**config.mk**
```make
export PLATFORM = sky130hd
export DESIGN_NAME = ser_chan
export DESIGN_NICKNAME = d
export VERILOG_FILES = /design/src/rtl/ser_chan_pkg.sv /design/src/rtl/ser_chan_regs.sv /design/src/rtl/ser_chan_tx.sv /design/src/rtl/ser_chan_rx.sv /design/src/rtl/ser_chan.sv
export SDC_FILE = /design/constraint.sdc
export NUM_CORES = 1
export LEC_CHECK = 0
export BUFFER_PORTS_ARGS = -buffer_cell sky130_fd_sc_hd__buf_2
export CORE_UTILIZATION = 55
export DETAILED_ROUTE_END_ITERATION = 16
export GPL_ROUTABILITY_DRIVEN = 0
export PLACE_DENSITY = 0.76
export SYNTH_ARGS = -nofsm -noshare
export SYNTH_HDL_FRONTEND = slang
export SYNTH_SLANG_ARGS = --single-unit
export TNS_END_PERCENT = 30
```
**constraint.sdc**
```tcl
create_clock -name clk -period 2.6 [get_ports clk]
set_clock_uncertainty 0.1 [all_clocks]
set_input_delay 0.13 -clock clk [delete_from_list [all_inputs] [get_ports clk]]
set_output_delay 0.13 -clock clk [all_outputs]
set_load 0.1 [all_outputs]
```
**src/rtl/ser_chan_pkg.sv**
```systemverilog
package ser_chan_pkg;
  // register offsets decoded by the bus logic
  localparam int OFS_CA = 0;
  localparam int OFS_CB = 2;
  localparam int OFS_ST = 4;
  localparam int OFS_TD = 6;
  localparam int OFS_RD = 8;
  localparam int FRAME_MAX = 12;

  typedef struct packed {
    logic two_stop;
    logic par_en;
    logic eight;
    logic odd;
  } line_fmt_t;

  // parity bit to send, even sense makes the total count of ones even
  function automatic logic par_of(input logic [7:0] d, input line_fmt_t f);
    return (f.eight ? ^d : ^d[6:0]) ^ f.odd;
  endfunction

  // number of line bits in a frame, start bit included
  function automatic logic [3:0] frame_bits(input line_fmt_t f);
    return 4'd9 + {3'b0, f.eight} + {3'b0, f.par_en} + {3'b0, f.two_stop};
  endfunction

  // frame bits LSB first, unused upper positions left high (stop level)
  function automatic logic [FRAME_MAX-1:0] build_frame(input logic [7:0] d, input line_fmt_t f);
    logic [FRAME_MAX-1:0] v;
    v = '1;
    v[0] = 1'b0;
    v[7:1] = d[6:0];
    if (f.eight) begin
      v[8] = d[7];
      if (f.par_en) v[9] = par_of(d, f);
    end else if (f.par_en) begin
      v[8] = par_of(d, f);
    end
    return v;
  endfunction
endpackage

```
**src/rtl/ser_chan_regs.sv**
```systemverilog
module ser_chan_regs
  import ser_chan_pkg::*;
#(
  parameter int ADDR_W = 4
) (
  input  logic              clk,
  input  logic              rst,
  input  logic [ADDR_W-1:0] bus_addr,
  input  logic              bus_wr,
  input  logic              bus_rd,
  input  logic [7:0]        bus_wdata,
  output logic [7:0]        bus_rdata,
  output line_fmt_t         fmt,
  output logic              rx_en,
  output logic              tx_en,
  output logic              rts_n,
  output logic              irq,
  output logic [7:0]        tdr,
  output logic              tdr_full,
  input  logic              tx_take,
  input  logic              rx_done,
  input  logic [7:0]        rx_data,
  input  logic              rx_perr,
  input  logic              rx_ferr,
  output logic [7:0]        stat,
  output logic [7:0]        rdr,
  output logic              err_any
);
  logic [7:0] ctla, ctlb;
  logic rdrf, ovr, pe, fe, rie, tie, tdre;
  logic hit_ca, hit_cb, hit_st, hit_td, hit_rd, clr_err;
  logic [7:0] rd_mux;

  assign hit_ca = (bus_addr == ADDR_W'(OFS_CA));
  assign hit_cb = (bus_addr == ADDR_W'(OFS_CB));
  assign hit_st = (bus_addr == ADDR_W'(OFS_ST));
  assign hit_td = (bus_addr == ADDR_W'(OFS_TD));
  assign hit_rd = (bus_addr == ADDR_W'(OFS_RD));

  assign err_any = ovr | pe | fe;
  assign clr_err = bus_wr && hit_ca && !bus_wdata[3];
  assign stat    = {rdrf, ovr, pe, fe, rie, 1'b0, tdre, tie};

  assign fmt      = '{two_stop: ctla[0], par_en: ctla[1], eight: ctla[2], odd: ctlb[4]};
  assign rx_en    = ctla[6];
  assign tx_en    = ctla[5];
  assign rts_n    = ctla[4];
  assign tdr_full = !tdre;

  always_comb begin
    rd_mux = 8'h00;
    if (hit_ca) rd_mux = ctla;
    if (hit_cb) rd_mux = ctlb;
    if (hit_st) rd_mux = stat;
    if (hit_td) rd_mux = tdr;
    if (hit_rd) rd_mux = rdr;
  end

  always_ff @(posedge clk) begin
    if (rst) begin
      ctla      <= 8'h64;
      ctlb      <= 8'h00;
      tdr       <= 8'h00;
      rdr       <= 8'h00;
      rdrf      <= 1'b0;
      ovr       <= 1'b0;
      pe        <= 1'b0;
      fe        <= 1'b0;
      rie       <= 1'b0;
      tie       <= 1'b0;
      tdre      <= 1'b1;
      bus_rdata <= 8'h00;
      irq       <= 1'b0;
    end else begin
      if (bus_wr && hit_ca) ctla <= bus_wdata;
      if (bus_wr && hit_cb) ctlb <= bus_wdata;
      if (bus_wr && hit_st) begin
        rie <= bus_wdata[3];
        tie <= bus_wdata[0];
      end
      if (bus_wr && hit_td) begin
        tdr  <= bus_wdata;
        tdre <= 1'b0;
      end else if (tx_take) begin
        tdre <= 1'b1;
      end
      if (bus_rd && hit_rd) rdrf <= 1'b0;
      if (clr_err) begin
        ovr <= 1'b0;
        pe  <= 1'b0;
        fe  <= 1'b0;
      end
      // a frame is taken only when no error flag was standing
      if (rx_done && !err_any) begin
        if (rdrf) begin
          ovr <= 1'b1;
        end else begin
          rdr  <= rx_data;
          rdrf <= 1'b1;
          pe   <= rx_perr;
          fe   <= rx_ferr;
        end
      end
      if (bus_rd) bus_rdata <= rd_mux;
      irq <= rie & rdrf;
    end
  end
endmodule

```
**src/rtl/ser_chan_tx.sv**
```systemverilog
module ser_chan_tx
  import ser_chan_pkg::*;
#(
  parameter int OVS = 16
) (
  input  logic      clk,
  input  logic      rst,
  input  logic      tick,
  input  logic      tx_en,
  input  line_fmt_t fmt,
  input  logic [7:0] tdr,
  input  logic      tdr_full,
  output logic      take,
  output logic      busy,
  output logic      txd
);
  localparam int CW = $clog2(OVS);
  localparam logic [CW-1:0] TOP = CW'(OVS - 1);

  logic [FRAME_MAX-1:0] sh;
  logic [3:0]           left;
  logic [CW-1:0]        cnt;

  assign take = !busy && tx_en && tdr_full;

  always_ff @(posedge clk) begin
    if (rst) begin
      busy <= 1'b0;
      txd  <= 1'b1;
      sh   <= '1;
      left <= 4'd0;
      cnt  <= '0;
    end else if (take) begin
      busy <= 1'b1;
      txd  <= 1'b0;
      sh   <= build_frame(tdr, fmt) >> 1;
      left <= frame_bits(fmt);
      cnt  <= '0;
    end else if (busy && tick) begin
      if (cnt == TOP) begin
        cnt <= '0;
        if (left == 4'd1) begin
          busy <= 1'b0;
          txd  <= 1'b1;
        end else begin
          txd  <= sh[0];
          sh   <= {1'b1, sh[FRAME_MAX-1:1]};
          left <= left - 4'd1;
        end
      end else begin
        cnt <= cnt + 1'b1;
      end
    end
  end
endmodule

```
**src/rtl/ser_chan_rx.sv**
```systemverilog
module ser_chan_rx
  import ser_chan_pkg::*;
#(
  parameter int OVS = 16
) (
  input  logic       clk,
  input  logic       rst,
  input  logic       tick,
  input  logic       rxd,
  input  logic       rx_en,
  input  line_fmt_t  fmt,
  output logic       done,
  output logic [7:0] data,
  output logic       perr,
  output logic       ferr
);
  localparam int CW = $clog2(OVS);
  localparam logic [CW-1:0] MID = CW'(OVS / 2 - 1);
  localparam logic [CW-1:0] TOP = CW'(OVS - 1);

  typedef enum logic [1:0] {S_IDLE, S_START, S_BITS} rx_state_t;

  rx_state_t     st;
  logic          s1, s2, s3;
  logic [CW-1:0] cnt;
  logic [3:0]    idx, last_idx, stop0;
  logic [10:0]   col, col_nx;
  line_fmt_t     fq;
  logic [7:0]    dat_nx;
  logic          pbit;

  always_comb begin
    col_nx      = col;
    col_nx[idx] = s2;
    stop0    = 4'd7 + {3'b0, fq.eight} + {3'b0, fq.par_en};
    last_idx = stop0 + {3'b0, fq.two_stop};
    dat_nx   = fq.eight ? col_nx[7:0] : {1'b0, col_nx[6:0]};
    pbit     = fq.eight ? col_nx[8] : col_nx[7];
  end

  always_ff @(posedge clk) begin
    if (rst) begin
      s1   <= 1'b1;
      s2   <= 1'b1;
      s3   <= 1'b1;
      st   <= S_IDLE;
      cnt  <= '0;
      idx  <= 4'd0;
      col  <= '0;
      fq   <= '0;
      done <= 1'b0;
      data <= 8'h00;
      perr <= 1'b0;
      ferr <= 1'b0;
    end else begin
      s1   <= rxd;
      s2   <= s1;
      s3   <= s2;
      done <= 1'b0;
      if (!rx_en) begin
        st <= S_IDLE;
      end else begin
        case (st)
          S_IDLE: if (s3 && !s2) begin
            st  <= S_START;
            cnt <= '0;
            fq  <= fmt;
          end
          S_START: if (tick) begin
            if (cnt == MID) begin
              cnt <= '0;
              idx <= 4'd0;
              st  <= s2 ? S_IDLE : S_BITS;
            end else begin
              cnt <= cnt + 1'b1;
            end
          end
          S_BITS: if (tick) begin
            if (cnt == TOP) begin
              cnt <= '0;
              col <= col_nx;
              idx <= idx + 4'd1;
              if (idx == last_idx) begin
                st   <= S_IDLE;
                done <= 1'b1;
                data <= dat_nx;
                perr <= fq.par_en && (pbit != par_of(dat_nx, fq));
                ferr <= !col_nx[stop0] || (fq.two_stop && !col_nx[stop0 + 4'd1]);
              end
            end else begin
              cnt <= cnt + 1'b1;
            end
          end
          default: st <= S_IDLE;
        endcase
      end
    end
  end
endmodule

```
**src/rtl/ser_chan.sv**
```systemverilog
module ser_chan
  import ser_chan_pkg::*;
#(
  parameter int OVS    = 16,
  parameter int ADDR_W = 4
) (
  input  logic              clk,
  input  logic              rst,
  input  logic [ADDR_W-1:0] bus_addr,
  input  logic              bus_wr,
  input  logic              bus_rd,
  input  logic [7:0]        bus_wdata,
  output logic [7:0]        bus_rdata,
  input  logic              baud_tick,
  input  logic              rxd,
  output logic              txd,
  output logic              rts_n,
  output logic              irq
);
  line_fmt_t  fmt;
  logic       rx_en, tx_en, tdr_full, tx_take, tx_busy;
  logic [7:0] tdr, stat, rdr_val, rx_data;
  logic       rx_done, rx_perr, rx_ferr, err_any;

  ser_chan_regs #(.ADDR_W(ADDR_W)) u_regs (
    .clk(clk), .rst(rst), .bus_addr(bus_addr), .bus_wr(bus_wr), .bus_rd(bus_rd),
    .bus_wdata(bus_wdata), .bus_rdata(bus_rdata), .fmt(fmt), .rx_en(rx_en),
    .tx_en(tx_en), .rts_n(rts_n), .irq(irq), .tdr(tdr), .tdr_full(tdr_full),
    .tx_take(tx_take), .rx_done(rx_done), .rx_data(rx_data), .rx_perr(rx_perr),
    .rx_ferr(rx_ferr), .stat(stat), .rdr(rdr_val), .err_any(err_any)
  );

  ser_chan_tx #(.OVS(OVS)) u_tx (
    .clk(clk), .rst(rst), .tick(baud_tick), .tx_en(tx_en), .fmt(fmt), .tdr(tdr),
    .tdr_full(tdr_full), .take(tx_take), .busy(tx_busy), .txd(txd)
  );

  ser_chan_rx #(.OVS(OVS)) u_rx (
    .clk(clk), .rst(rst), .tick(baud_tick), .rxd(rxd), .rx_en(rx_en), .fmt(fmt),
    .done(rx_done), .data(rx_data), .perr(rx_perr), .ferr(rx_ferr)
  );
endmodule

```
==> run summary, run 1 <==
Clock Path Buffers: 2
die area: 9820 sq um
Worst-path clk slew: 0.11 ns
FF-to-FF setup slack: 0.11 ns
Worst Path Class, Setup: register to register
die width: 99.1 um
Min-Delay Path Class: input port to register
CP arrival: 2.65 ns
CTS tree: done
Antenna diodes: 0
CP Launch Type: register
DR WL/cell: 15.6 um
clk sinks: 109
Num CTS Buffers: 9
period utilization: 95.7%
R2R Path End: u_rx.ferr
Die Y-Extent: 99.1 um
DRT Pass-1 Iters: 5
FILL cells: 781
Worst IR Drop VDD: 298 uV
GRT Resource Usage Total: 23.4%
Hold Path Depth: 4
critical path peak fanout: 18
Multi-input gate area: 2830 sq um
number of synthesized flops with an enable pin: 0
setup_tns: 0 ns
final cell count without fillers: 718
DRC viols: 0
Leak: 2.31 nW
power per standard cell area: 509 nW/um^2
vias in the first global route: 3968
final worst slack: 0.112 ns
Layout Nets: 639
Detail Route Antenna Nets: 0
pin count of the biggest net entering global routing: 79
Starting Density: 56.4%
post-synthesis sequential area ratio: 42.1%
Detail Placement HPWL: 7730 um
Final Hold Fails: 0
outcome: finished clean
critical path capture point type: register
Seq. cell area: 2180 sq um
crit-path cells: inv_1 > ha_1 > inv_1 > ha_1 > inv_1 > ha_1 > xor2_1 > nand3_2 > nor2_4 > buf_12 > nor2_1 > a311oi_1
RSZ-0062 raised after global routing: yes
worst min-delay path endpoint: u_regs.bus_rdata[2]
WP data required: 2.76 ns
first-pass GRT wire length: 18600 um
vias: 4140
synth-to-layout area growth: 11.7%
CTS H-tree lvls: 3
Setup violations, final: 0
routed vias/inst: 5.77
Ys Warns: 0
async set-reset flop share out of synthesis: 0%
Post-Syn Instances: 570
Reg2Reg Launch Point: u_rx.fq[1]
Seq cells post-synth: 109
Post-Syn Area: 5180 sq um
FP Rows: 35
main flop type after synthesis: dfxtp_1
Total Power: 2.95 mW
CP peak stage delay: 0.35 ns
Finished Cell Area: 5790 sq um
IO Pins: 29
number of DRC markers in iteration 0: 252
PortBufs: 28
Placed Instances: 688
fin crit period: 2.49 ns
DP Worst Slack: -0.0219 ns
Syn Nets: 607
Worst Min Path Start: bus_addr[0]
max-slew violations: 0
Core Area: 9200 sq um
Slowest cell on crit path: dfxtp_2
worst slew pin tran: 0.798 ns
global route overflow: 0
R2R depth: 12
Mean Syn Cell Area: 9.09 sq um
routed wire length: 11200 um
FMAX: 402 MHz
number of distinct library cells after synthesis: 53
initial antenna violation count: 0
Max-cap violations: 0
clock latency on the worst-skew pair: 0.36 ns
layout cells sized above 1: 14.0%
clk root buf: clkbuf_8
Area after DPL: 5420 sq um
Rel. slew slack: 46.8%
[power by group]
part	leakage [nW]	internal (mW)	switching (mW)
clock network	0.0902	0.368	0.596
registers	0.881	1.69	0.0175
logic	1.34	0.103	0.178
total	2.31	2.16	0.791
[cells in the mapped netlist, types with 7 or more instances]
cell        n  share of area, %
a211oi_1   24               3.5
a21oi_1    14               1.4
a221oi_1   11               1.9
buf_2       7              0.68
clkbuf_1   20               1.4
dfxtp_1   109                42
ha_1       19               4.6
inv_1      20               1.4
mux2i_1    51               9.8
nand2_1    36               2.6
nand3_1    12               1.2
nor2_1    103               7.5
nor2b_1     9               1.1
nor3_1      9              0.87
o21ai_0     7              0.68
o21ai_1    13               1.3
xnor2_1    16               2.7
[placed cells by master (no fill, tap or decap), drive strengths merged, types with 4 or more instances in the layout]
cell type    instances
o21ai               20
nor3                 9
mux2i               54
a222oi               4
a22oi                6
ha                  19
nand3               12
xor2                 6
nor2b                9
buf                 44
dlygate4sd3         10
dfxtp              109
clkbuf              10
a221oi              11
a211oi              25
a21oi               15
nand2b               6
a211o                4
inv                 23
nor2               104
nand2               36
xnor2               16
nor3b                8
a31oi                6
nand4                4
nand3b               7
[repair_timing]
action / CTS / global route
pin swaps: 0 / 2
endpoints found under the hold margin: 28 / 0
resized for setup: 2 / 7
hold buffers: 10 / 0
setup endpoints to repair: 3 / 12
buffers inserted: 0 / 4
gates cloned: 0 / 0
[cell type report]
type	count	area share, %
Inverter	21	1.36
Clock buffer	10	2.20
Multi-Input combinational cell	407	48.8
Timing Repair Buffer	54	6.49
Clock inverter	6	1.02
Sequential cell	109	37.7
Tap cell	111	2.40
[metal layers]
metal,wire [um],part of all wire (%),GRT usage [%],vias to the layer above
met5,0,0,0,-
met4,103,0.92,5.77,0
met3,437,3.9,3.69,11
met2,5580,50,40.7,91
met1,5060,45,30.4,1976
li1,-,-,-,2062
[cells by family after synthesis]
family,after synthesis,synth area share [%]
buf+inv,54,4.44
flops,109,42.1
compound gates,97,13.0
fa+ha+maj,19,4.59
simple gates,208,19.1
mux,60,12.6
xor+xnor,23,4.15
[critical path, delay by kind of cell (launching register included)]
family / cells / cell delay (ns)
buf+inv: 4 / 0.36
flops: 1 / 0.35
compound gates: 1 / 0.26
xor+xnor: 1 / 0.18
simple gates: 3 / 0.39
fa+ha+maj: 3 / 0.73
[flip-flops by register name (all words and copies together) (netlist names), 8 cells and up]
register          cells
u_regs.bus_rdata      8
u_regs.ctla           8
u_regs.ctlb           8
u_regs.rdr            8
u_regs.tdr            8
u_rx.col             11
u_rx.data             8
u_tx.sh              12
[stage by stage]
stage	hold WS, ns	util [%]
2_1_floorplan	0.127	-
3_3_place_gp	0.221	58.9
3_5_place_dp	0.220	58.9
4_1_cts	0.0180	62.1
5_1_grt	0.0625	62.9
6_report	0.0363	62.9
[worst max-delay path by stage]
stage / slack [ns] / cells past startpoint / to / startpoint
finish: 0.11 / 12 / u_rx.ferr / u_rx.fq[1]
global route: -0.003 / 8 / u_rx.perr / u_rx.idx[0]
CTS: 0.02 / 11 / u_rx.ferr / u_rx.fq[1]
detailed placement: -0.02 / 12 / u_rx.st[1] / u_rx.fq[1]
global placement: 0.08 / 12 / u_rx.st[1] / u_rx.fq[1]
floorplan: 0.16 / 12 / u_rx.st[1] / u_rx.fq[1]
No activity file was read; power rests on OpenSTA's default activity.
==> run 2: changes to the inputs <==
CORE_ASPECT_RATIO = 0.5   (was default)
CORE_UTILIZATION = 60   (was 55)
PLACE_DENSITY = 0.79   (was 0.76)
clock period = 3 ns   (was 2.6 ns; I/O delays follow)
==> run summary, run 2 (same netlist as run 1, synthesis figures left out) <==
Layout Utilization: 70.4% (+7.5 points)
vias in the first global route: 3634 (-8.4%)
IO Pins: 29 (unchanged)
most common cell after layout, fill and taps aside: dfxtp_1
Int Power: 2.14 mW (-0.58%)
RSZ-0062 raised after global routing: no
crit-path cells: inv_1 > ha_1 > inv_1 > ha_1 > inv_1 > ha_1 > xor2_1 > nand3_1 > nor2_4 > mux2i_1 > nor2_1
net switching power: 0.669 mW (-15%)
Slowest cell on crit path: nor2_4
most frequent cells in the layout: dfxtp_1, nor2_1, mux2i_1
clock latency on the worst-skew pair: 0.35 ns (about the same)
Area after DPL: 5400 sq um (-0.25%)
CP Launch Type: register
Max-cap violations: 0 (unchanged)
number of DRC markers in iteration 0: 239 (-5.2%)
CP peak stage delay: 0.40 ns (+0.05 ns)
critical path capture point type: register
critical path peak fanout: 18 (unchanged)
global route overflow: 0 (unchanged)
Setup violations, final: 0 (unchanged)
CP arrival: 2.79 ns (+0.14 ns)
Num CTS Buffers: 9 (unchanged)
Largest regs: u_tx.sh x12, u_rx.col x11
FP Rows: 23 (-34%)
Multi-input gate area: 2790 sq um (-1.3%)
DP Worst Slack: 0.356 ns (+0.378 ns)
FILL cells: 659 (-16%)
synth-to-layout area growth: 11.0%
setup_tns: 0 ns (unchanged)
Largest register FFs: 12 (unchanged)
FF-to-FF setup slack: 0.31 ns (+0.20 ns)
die width: 133 um (+35%)
Leak: 2.30 nW (-0.51%)
DRT Pass-1 Iters: 8 (+3)
Detail Route Antenna Nets: 0 (unchanged)
Worst Path Class, Setup: register to register
final worst slack: 0.311 ns (+0.200 ns)
Rel. slew slack: 39.5% (-7.2 points)
Switching Share: 23.8% (-3.1 points)
Final Hold Fails: 0 (unchanged)
Clock Path Buffers: 2 (unchanged)
clk sinks: 109 (unchanged)
PortBufs: 28 (unchanged)
Die Y-Extent: 67.7 um (-32%)
fin crit period: 2.69 ns (+0.200 ns)
vias: 4051 (-2.1%)
pin count of the biggest net entering global routing: 92 (+16%)
layout cells sized above 1: 11.7% (-2.3 points)
worst slew pin tran: 0.907 ns (+0.108 ns)
Worst IR Drop VDD: 343 uV (+15%)
power per standard cell area: 489 nW/um^2 (-4.0%)
DRC viols: 0 (unchanged)
Starting Density: 63.4% (+7.1 points)
Total Power: 2.81 mW (-4.6%)
CP Launch Point: u_rx.fq[1]
Placed Instances: 687 (-0.15%)
Core Area: 8170 sq um (-11%)
Seq. cell area: 2180 sq um (about the same)
final cell count without fillers: 709 (-1.3%)
Flop pwr share: 52.5% (-5.3 points)
first-pass GRT wire length: 17700 um (-4.8%)
Finished Cell Area: 5750 sq um (-0.58%)
period utilization: 89.6% (-6.1 points)
initial antenna violation count: 0 (unchanged)
Layout Nets: 631 (-1.3%)
Worst-path clk slew: 0.07 ns (-0.04 ns)
FMAX: 372 MHz (-7.4%)
CTS H-tree lvls: 3 (unchanged)
power share of the clock group: 39.3% (+6.6 points)
hold slack: 0.0156 ns (-0.0207 ns)
Min-Delay Path Class: input port to register
combinational power share: 8.3% (-1.2 points)
clk root buf: clkbuf_16
Reg2Reg Launch Point: u_rx.fq[1]
routed wire length: 10800 um (-3.4%)
die area: 9040 sq um (-7.9%)
routed vias/inst: 5.71 (-0.91%)
post-CTS setup buffers: 0 (unchanged)
Antenna diodes: 0 (unchanged)
Detail Placement HPWL: 7430 um (-3.9%)
max-slew violations: 0 (unchanged)
WP data required: 3.10 ns (+0.34 ns)
DR WL/cell: 15.2 um (-2.2%)
Top reg by flops: u_tx.sh
Worst Min Path Start: bus_rd
CTS tree: done
outcome: finished clean
GRT Resource Usage Total: 25.6% (+2.2 points)
-- run 2: path summary, 6_finish.rpt --
check / endpoint / cells past startpoint
worst min register to register: u_rx.s2 / 1
worst min-delay path: u_regs.bus_rdata[2] / 4
worst max register to register: u_rx.data[7] / 11
worst max-delay path: u_rx.data[7] / 11
-- run 2: area by class of cell --
type	instances	share of cell area (%)
clock inverters	1	0.130
inverters	21	1.37
well taps	112	2.44
clock buffers	13	4.52
repair buffers	46	5.18
multi-input cells	407	48.4
flip-flops and latches	109	37.9
-- run 2: power by group through the flow --
stage | sequential [mW] | combinational [mW] | clock [mW]
4_1_cts | 1.48 | 0.228 | 1.12
2_1_floorplan | 1.52 | 0.150 | 0
6_report | 1.48 | 0.232 | 1.11
5_1_grt | 1.48 | 0.258 | 1.17
3_3_place_gp | 1.51 | 0.214 | 0
3_5_place_dp | 1.51 | 0.217 | 0
-- run 2: timing repair --
action	CTS	global route
gates resized for setup	0	1
hold buffers	8	0
setup endpoints to repair	0	1
hold endpoints to repair	18	0
-- run 2: metal layers --
metal | up-vias | share of wire (%) | track usage [%]
li1 | 2041 | - | -
met1 | 1945 | 51 | 34.4
met2 | 58 | 45 | 40.6
met3 | 7 | 3.6 | 6.68
met4 | 0 | 0.82 | 7.67
met5 | - | 0 | 0
-- run 2: worst max-delay path: cells and delay by family (launching register included) --
kind | cells | cell delay [ns]
muxes | 1 | 0.24
DFF | 1 | 0.36
adders and majority gates | 3 | 0.78
and+or+nand+nor | 3 | 0.67
buffers and inverters | 3 | 0.24
xor gates and xnor gates | 1 | 0.16
==> run 3: changes to the inputs <==
CTS_BUF_LIST = sky130_fd_sc_hd__clkbuf_4   (was default)
==> run summary, run 3 (same netlist as run 1, synthesis figures left out) <==
outcome: finished clean
Max-cap violations: 0 (unchanged)
Rel. slew slack: 38.8% (-0.79 points)
FILL cells: 679 (+3.0%)
setup_tns: 0 ns (unchanged)
most frequent cells in the layout: dfxtp_1, nor2_1, mux2i_1
GRT met2 Usage: 40.0% (-0.65 points)
Layout Nets: 635 (+0.63%)
synth-to-layout area growth: 8.50%
pin count of the biggest net entering global routing: 92 (unchanged)
IO Pins: 29 (unchanged)
vias: 4056 (+0.12%)
Crit path buffers/inverters: 3 (unchanged)
routed vias/inst: 5.69 (-0.44%)
GRT Resource Usage Total: 25.5% (-0.034 points)
Worst IR Drop VDD: 223 uV (-35%)
RSZ-0062 raised after global routing: no
Largest delay share family, worst path: adder cells
die area: 9040 sq um (unchanged)
Largest regs: u_tx.sh x12, u_rx.col x11
met3 GRT Util: 8.11% (+1.4 points)
Largest register FFs: 12 (unchanged)
Num CTS Buffers: 9 (unchanged)
most common cell after layout, fill and taps aside: dfxtp_1
Seq. cell area: 2180 sq um (unchanged)
Detail Placement HPWL: 7430 um (unchanged)
max-slew violations: 0 (unchanged)
Clock Path Buffers: 2 (unchanged)
CP Launch Type: register
routed wire length: 10700 um (-1.2%)
first-pass GRT wire length: 17700 um (-0.20%)
Final Hold Fails: 0 (unchanged)
worst slew pin tran: 0.919 ns (+0.0118 ns)
Die Y-Extent: 67.7 um (unchanged)
power per standard cell area: 416 nW/um^2 (-15%)
FMAX: 368 MHz (-0.98%)
DR WL/cell: 15.0 um (-1.8%)
Slowest cell on crit path: dfxtp_1
CP peak stage delay: 0.39 ns (about the same)
post-CTS setup buffers: 0 (unchanged)
Core Area: 8170 sq um (unchanged)
Top reg by flops: u_tx.sh
crit-path cells: inv_1 > ha_1 > inv_1 > ha_1 > inv_1 > ha_1 > xor2_1 > nand3_1 > nor2_4 > mux2i_1 > nor2_1
initial antenna violation count: 0 (unchanged)
global route overflow: 0 (unchanged)
Worst Path Class, Setup: register to register
PortBufs: 28 (unchanged)
die width: 133 um (unchanged)
Detail Route Antenna Nets: 0 (unchanged)
critical path peak fanout: 18 (unchanged)
clk root buf: clkbuf_4
critical path capture point type: register
layout cells sized above 1: 11.6% (-0.078 points)
Min-Delay Path Class: input port to register
Setup violations, final: 0 (unchanged)
CTS H-tree lvls: 3 (unchanged)
WP data required: 3.24 ns (+0.14 ns)
DRC viols: 0 (unchanged)
Antenna diodes: 0 (unchanged)
Leak: 2.24 nW (-2.4%)
vias in the first global route: 3679 (+1.2%)
clk sinks: 109 (unchanged)
Starting Density: 63.4% (unchanged)
CP arrival: 2.95 ns (+0.16 ns)
DRT Pass-1 Iters: 5 (-3)
fin crit period: 2.72 ns (+0.0267 ns)
Worst-path clk slew: 0.16 ns (+0.09 ns)
most crowded layer after global routing: met2
Multi-input gate area: 2790 sq um (unchanged)
number of DRC markers in iteration 0: 247 (+3.3%)
met1 Usage GRT: 34.3% (-0.14 points)
FP Rows: 23 (unchanged)
CTS tree: done
Layout Utilization: 68.8% (-1.6 points)
clock latency on the worst-skew pair: 0.48 ns (+0.13 ns)
period utilization: 90.5% (+0.89 points)
## run 3: worst paths after layout
kind,from,to,slack (ns),cells past startpoint
hold / removal,bus_wr,u_regs.rie,0.04,5
hold reg to reg,u_rx.s1,u_rx.s2,0.32,1
setup reg to reg,u_rx.fq[1],u_rx.data[7],0.28,11
setup / recovery,u_rx.fq[1],u_rx.data[7],0.28,11
## run 3: stage by stage
| stage | total power [mW] | hold WS (ns) | std cells | cell area, sq um | worst slack [ns] |
|---|---|---|---|---|---|
| after detailed placement | 1.73 | 0.236 | 687 | 5400 | 0.356 |
| after global routing | 2.44 | 0.0437 | 713 | 5620 | 0.0599 |
| after global placement | 1.72 | 0.225 | 687 | 5400 | 0.451 |
| final | 2.34 | 0.0416 | 713 | 5620 | 0.285 |
| after floorplan | 1.67 | 0.147 | 570 | 5180 | 0.559 |
| after CTS | 2.35 | 0.0223 | 713 | 5620 | 0.304 |
## run 3: power breakdown
group,leakage [nW],internal [mW],total [mW],switching (mW)
Sequential,0.880,1.46,1.48,0.0140
Clock,0.0539,0.176,0.626,0.450
Combinational,1.31,0.0851,0.235,0.150
## run 3: routing by layer
metal,routed length [um],vias to the layer above
li1,-,2049
met1,5230,1914
met2,4670,81
met3,642,12
met4,128,0
met5,0,-
## run 3: timing repair
item / in CTS / in global routing
endpoints found under the hold margin: 31 / 0
hold buffers: 12 / 0
resized for setup: 0 / 1
setup endpoints to repair: 0 / 1
## run 3: worst register-to-register path, delay by kind of cell (launching register included)
kind                     cells  cell delay [ns]
XOR/XNOR                     1             0.16
flip-flops                   1             0.39
AND/OR/NAND/NOR              3             0.67
adder cells (fa/ha/maj)      3             0.78
buffers and inverters        3             0.24
multiplexers                 1             0.24
## run 3: cell type report
| cell class | instances | area share (%) |
|---|---|---|
| Multi-Input combinational cell | 407 | 49.6 |
| Clock inverter | 3 | 0.267 |
| Inverter | 21 | 1.40 |
| Clock buffer | 11 | 1.47 |
| Tap cell | 112 | 2.49 |
| Sequential cell | 109 | 38.8 |
| Timing Repair Buffer | 50 | 6.01 |
